File: src/rtl/rrc_pkg.sv
// Shared types for the reference-rate range controller.
package rrc_pkg;
    // Decision taken on one measurement.
    typedef enum logic [1:0] {
        ADJ_HOLD   = 2'd0,
        ADJ_FASTER = 2'd1,
        ADJ_SLOWER = 2'd2
    } adj_t;
endpackage

File: src/rtl/rrc_window.sv
// Window comparator.
// Classifies a freshly written count against the low/high thresholds.
// Assumes: the thresholds are usable only when high >= 4*low; otherwise it holds.
module rrc_window
    import rrc_pkg::*;
#(
    parameter int CW = 16
) (
    input  logic          valid,
    input  logic [CW-1:0] count,
    input  logic [CW-1:0] lo,
    input  logic [CW-1:0] hi,
    output adj_t          adj
);
    localparam int GW = CW + 2;

    logic thr_ok;

    // Threshold consistency: upper bound at least four times the lower one.
    always_comb begin
        thr_ok = {2'b00, hi} >= {lo, 2'b00};
    end

    // Strict comparison on both sides; equality stays in the window.
    always_comb begin
        adj = ADJ_HOLD;
        if (valid && thr_ok) begin
            if (count < lo)      adj = ADJ_FASTER;
            else if (count > hi) adj = ADJ_SLOWER;
        end
    end

    logic [GW-1:0] unused_w;
    assign unused_w = '0;
endmodule

File: src/rtl/rrc_exponent.sv
// Shared exponent register.
// Steps at most once per decision and saturates at 0 and 2**EW-1.
// Assumes: the decision arrives as a one-cycle request.
module rrc_exponent
    import rrc_pkg::*;
#(
    parameter int EW       = 3,
    parameter int INIT_EXP = 4
) (
    input  logic          clk,
    input  logic          rst_n,
    input  adj_t          adj,
    output logic [EW-1:0] exp_q,
    output logic          exp_load
);
    localparam logic [EW-1:0] EXP_MAX = {EW{1'b1}};
    localparam logic [EW-1:0] EXP_RST = EW'(INIT_EXP);

    logic [EW-1:0] exp_nxt;

    // Next exponent with saturation at both rails.
    always_comb begin
        exp_nxt = exp_q;
        case (adj)
            ADJ_FASTER: if (exp_q != '0)      exp_nxt = exp_q - 1'b1;
            ADJ_SLOWER: if (exp_q != EXP_MAX) exp_nxt = exp_q + 1'b1;
            default:    exp_nxt = exp_q;
        endcase
        exp_load = (exp_nxt != exp_q);
    end

    // Exponent state.
    always_ff @(posedge clk) begin
        if (!rst_n) exp_q <= EXP_RST;
        else        exp_q <= exp_nxt;
    end
endmodule

File: src/rtl/rrc_prescaler.sv
// Power-of-two strobe generator.
// Emits a one-cycle enable every 2**exp clocks and restarts its phase on load.
// Assumes: load is high on the edge where exp takes a new value.
module rrc_prescaler #(
    parameter int EW = 3
) (
    input  logic          clk,
    input  logic          rst_n,
    input  logic [EW-1:0] exp_q,
    input  logic          load,
    output logic          stb
);
    localparam int PW = (2 ** EW) - 1;

    logic [PW-1:0] cnt;
    logic [PW-1:0] mask;
    logic          live;

    // Terminal mask for the current exponent.
    always_comb begin
        mask = ~({PW{1'b1}} << exp_q);
    end

    // Running flag: strobes stay low during reset.
    always_ff @(posedge clk) begin
        if (!rst_n) live <= 1'b0;
        else        live <= 1'b1;
    end

    // Phase counter: wraps inside the mask and restarts on exponent change.
    always_ff @(posedge clk) begin
        if (!rst_n || !live || load) cnt <= '0;
        else                         cnt <= (cnt + 1'b1) & mask;
    end

    // Strobe at phase zero.
    always_comb begin
        stb = live && (cnt == '0);
    end
endmodule

File: src/rtl/refrate_range_ctl.sv
// Adaptive reference-rate range controller (top).
// Keeps a measured count inside a window by rescaling all counting
// references with one shared power-of-two exponent.
// Assumes: meas_valid pulses once per measured input period.
module refrate_range_ctl
    import rrc_pkg::*;
#(
    parameter int CW       = 16,
    parameter int EW       = 3,
    parameter int NREF     = 2,
    parameter int INIT_EXP = 4
) (
    input  logic            clk,
    input  logic            rst_n,
    input  logic            meas_valid,
    input  logic [CW-1:0]   meas_count,
    input  logic [CW-1:0]   thr_low,
    input  logic [CW-1:0]   thr_high,
    output logic [EW-1:0]   rate_exp,
    output logic [NREF-1:0] ref_stb
);
    adj_t adj;
    logic exp_load;

    rrc_window #(.CW(CW)) u_win (
        .valid (meas_valid),
        .count (meas_count),
        .lo    (thr_low),
        .hi    (thr_high),
        .adj   (adj)
    );

    rrc_exponent #(.EW(EW), .INIT_EXP(INIT_EXP)) u_exp (
        .clk      (clk),
        .rst_n    (rst_n),
        .adj      (adj),
        .exp_q    (rate_exp),
        .exp_load (exp_load)
    );

    // One prescaler per counting reference, all on the shared exponent.
    for (genvar g = 0; g < NREF; g++) begin : g_ref
        rrc_prescaler #(.EW(EW)) u_pre (
            .clk   (clk),
            .rst_n (rst_n),
            .exp_q (rate_exp),
            .load  (exp_load),
            .stb   (ref_stb[g])
        );
    end
endmodule

File: config.mk
export PLATFORM = sky130hd
export DESIGN_NAME = refrate_range_ctl
export DESIGN_NICKNAME = d
export VERILOG_FILES = /design/src/rtl/rrc_pkg.sv /design/src/rtl/rrc_window.sv /design/src/rtl/rrc_exponent.sv /design/src/rtl/rrc_prescaler.sv /design/src/rtl/refrate_range_ctl.sv
export SDC_FILE = /design/constraint.sdc
export NUM_CORES = 1
export LEC_CHECK = 0
export BUFFER_PORTS_ARGS = -buffer_cell sky130_fd_sc_hd__clkbuf_2
export CAP_MARGIN = 20
export CORE_ASPECT_RATIO = 1.2
export CORE_MARGIN = 4
export CORE_UTILIZATION = 26
export DETAILED_ROUTE_END_ITERATION = 10
export PLACE_DENSITY = 0.57
export SETUP_SLACK_MARGIN = 0.4
export SYNTH_ARGS = -nofsm -noshare
export SYNTH_HDL_FRONTEND = slang
export SYNTH_SLANG_ARGS = --single-unit
File: constraint.sdc
create_clock -name clk -period 3.52 [get_ports clk]
set_clock_uncertainty 0.2 [all_clocks]
set_input_delay 0.176 -clock clk [delete_from_list [all_inputs] [get_ports clk]]
set_output_delay 0.176 -clock clk [all_outputs]
set_load 0.1 [all_outputs]
==> qor.yml <==
vias_per_std_cell: 4.72
syn-mean-instance-area_um2: 8.64
grt_usage_pct: 11.1
fin_nets: 420
leakage_nw: 1.33
final.period_utilization_pct: 75.8
yosys.area_share.xor_xnor_pct: 3.93
post_synth_most_frequent_cells: "sky130_fd_sc_hd__ha_1, sky130_fd_sc_hd__inv_1, sky130_fd_sc_hd__a21oi_1, sky130_fd_sc_hd__dfxtp_1, sky130_fd_sc_hd__nand2_1"
cell_chain_of_the_critical_path: "inv_1, ha_1, ha_1, o32a_1, a2bb2oi_1, o22ai_2, nor4_1"
worst_ep_arrival_time_ns: 2.57
timing.critical_path.depth: 7
yosysWarningCount: 0
wirelength_mm: 5.41
critical-path-top-delay-family: "compound AO/OA/AOI/OAI gates"
dp_hpwl_mm: 4.80
min-delay-path-class: "in -> reg"
synth_top_cell_area_share_pct: 30.3
yosys.area_share.simple_pct: 20.3
hold_viol_final: 0
tritoncts.num_buffers: 3
crit_path_required_time_ns: 3.43
clock_sinks: 18
yosys_register_bits: 18
layout_cell_share_with_drive_strength_beyond_1_pct: 24.5
core.rowCount: 36
globalRouteOverflowTotal: 0
netlist-cell-type-count: 53
setup.worst_path.start_class: "register"
cp.buffers_inverters: 1
max-slew-margin-rel_pct: 55.9
count_of_flip_flops_with_a_built_in_enable_after_synthesis: 0
peak_ir_drop_on_the_vdd_network_mv: 0.143
final_max_slew_viol_count: 0
flow.area_growth_from_synthesis_pct: 20.2
mappedNetlistArea_um2: 2230
final.setup.tns_ns: 0
run_status: "complete, no violations"
grt_start_max_net_pins: 15
path_common_cell: "sky130_fd_sc_hd__ha_1"
cellPowerDensity_nw_per_um2: 230
layout_min_cycle_time_ns: 2.67
ctsResizeCount: 0
insertion_delay_ns: 0.25
ioPinCount: 56
yosys_most_used_dff: "sky130_fd_sc_hd__dfxtp_1"
slowest_library_cell_on_the_worst_path: "sky130_fd_sc_hd__o22ai_2"
total_power_w: 0.000616
wl_per_cell_um: 12.6
worst_setup_path_end_kind: "register"
detailedPlace.worstSlack_ns: 0.735
least_setup_slack_across_all_paths_after_layout_ns: 0.853
core_um2: 8240
cts.htree.levels: 1
synth.largest_area_cell: "sky130_fd_sc_hd__ha_1"
cell_count_of_the_worst_hold_path: 3
first_pass_iters: 4
synth.mux.area_fraction_pct: 1.07
grt_first_pass_wirelength_mm: 9.26
synth_compound_gate_area_share_pct: 19.7
worst_pin_slew_ns: 0.661
route.vias.total: 2021
synth_sequential_area_ratio_pct: 16.2
timing.final.setup_violations: 0
cts_tree: "built"
port_buffers: 55
maxCapViolCount: 0
first_iter_violations: 36
clk_root_buffer_cell: "sky130_fd_sc_hd__clkbuf_8"
timing.critical_path.fanout_max: 12
max_freq_ghz: 0.375
via_count_of_the_first_global_routing_pass: 2088
fp.dieH_um: 109
cts.repair_timing.setup_buffer_count: 0
synth-adder-area-share_pct: 30.3
floorplan.initialDensity_pct: 27.0
number_of_diodes_added_for_antenna_fixing: 0
post_synth_main_area_contributors: "sky130_fd_sc_hd__ha_1, sky130_fd_sc_hd__dfxtp_1, sky130_fd_sc_hd__inv_1, sky130_fd_sc_hd__a21oi_1, sky130_fd_sc_hd__nor4_2"
cpPeakStageDelay_ns: 0.55
drt_drc_violations_left: 0
gp_congestion: 0.811
async_flop_share_pct: 0
combinational_family_with_the_most_area_after_synthesis: "adder cells"
clk_pin_slew_worst_paths_ns: 0.06
cell_count_after_synthesis: 258
ant_nets: 0
floorplan.die_area_um2: 10100
setup_repair_after_global_routing_missed_its_margin: "false"
rr_worst_depth: 7
antenna_violations_before_repair: 0
yosys.cell_count.top_type: "sky130_fd_sc_hd__ha_1"
synth_fp_nets: 363
clk_path_buf_depth: 2
cts_hold_buf: 1
fp.dieW_um: 92.5
worstSetupPathType: "reg -> reg"
==> kinds of logic (layout without fill, tap and decap cells) <==
family / after synthesis / count (layout)
flops: 18 / 18
fa+ha+maj: 54 / 54
simple gates: 71 / 71
buf+inv: 46 / 102
compound gates: 57 / 57
xor+xnor: 10 / 10
mux: 2 / 2
==> placed cells by master, fill, tap and decap left out, types with 3 or more instances in the layout <==
cell type | Yosys | final
sky130_fd_sc_hd__clkbuf_2 | 0 | 55
sky130_fd_sc_hd__ha_1 | 54 | 54
sky130_fd_sc_hd__inv_1 | 42 | 42
sky130_fd_sc_hd__a21oi_1 | 18 | 18
sky130_fd_sc_hd__dfxtp_1 | 18 | 18
sky130_fd_sc_hd__nand2_1 | 14 | 14
sky130_fd_sc_hd__nand3_1 | 11 | 11
sky130_fd_sc_hd__o21ai_0 | 8 | 8
sky130_fd_sc_hd__nor3_1 | 7 | 7
sky130_fd_sc_hd__nor2_1 | 6 | 6
sky130_fd_sc_hd__nor4_2 | 6 | 6
sky130_fd_sc_hd__xor2_1 | 6 | 6
sky130_fd_sc_hd__nand4_1 | 5 | 5
sky130_fd_sc_hd__and3_1 | 4 | 4
sky130_fd_sc_hd__nor4_1 | 4 | 4
sky130_fd_sc_hd__xnor2_1 | 4 | 4
sky130_fd_sc_hd__clkbuf_8 | 0 | 4
sky130_fd_sc_hd__a21o_1 | 3 | 3
sky130_fd_sc_hd__o21ai_1 | 3 | 3
sky130_fd_sc_hd__a31oi_1 | 3 | 3
==> per-stage QoR <==
stage               utilization, %  cell area, um^2  std cells  hold slack, ns
floorplan                        -             2230        258         0.00372
global placement              31.7             2610        423           0.173
detailed placement            31.7             2610        423           0.162
CTS                           32.5             2680        428           0.255
global route                  32.5             2680        428           0.265
finish                        32.5             2680        428           0.255
==> report_power, final <==
part           internal [W]  switching (W)  total, W
clock network     0.0000992      0.0000640  0.000163
logic             0.0000964       0.000142  0.000238
registers          0.000208     0.00000650  0.000215
==> path summary, 6_finish.rpt <==
check,startpoint,to,slack [ns]
min reg2reg,g_ref[0].u_pre.cnt[0]$_SDFF_PP0_,g_ref[0].u_pre.cnt[0]$_SDFF_PP0_,0.31
max reg2reg,u_exp.exp_q[1]$_SDFF_PN0_,g_ref[0].u_pre.cnt[5]$_SDFF_PP0_,0.85
min,meas_valid,u_exp.exp_q[1]$_SDFF_PN0_,0.25
max,u_exp.exp_q[1]$_SDFF_PN0_,g_ref[0].u_pre.cnt[5]$_SDFF_PP0_,0.85
==> layer usage <==
metal / up-vias / GRT usage [%] / share of wire (%)
met3: 2 / 2.74 / 5.1
met1: 924 / 13.2 / 44
met5: - / 0 / 0
met2: 41 / 20.9 / 51
met4: 0 / 1.27 / 0.31
li1: 1054 / - / -
==> state kept, by name (all words and copies together), names as in the netlist <==
name              cells
g_ref.u_pre.cnt      14
u_exp.exp_q           3
g_ref.u_pre.live      1
==> layout make-up <==
class,instances,area [um^2]
sequential,18,360
clock buffer,4,55.1
fill,866,5570
timing repair buffer,56,285
multi-input combinational,194,1680
inverter,42,158
tap,114,143
==> tightest hold or removal path: cells and delay by family <==
kind            cells  cell delay [ns]
compound gates      2             0.35
buf+inv             1             0.13
Note: power is estimated with default switching activity, not from simulation.
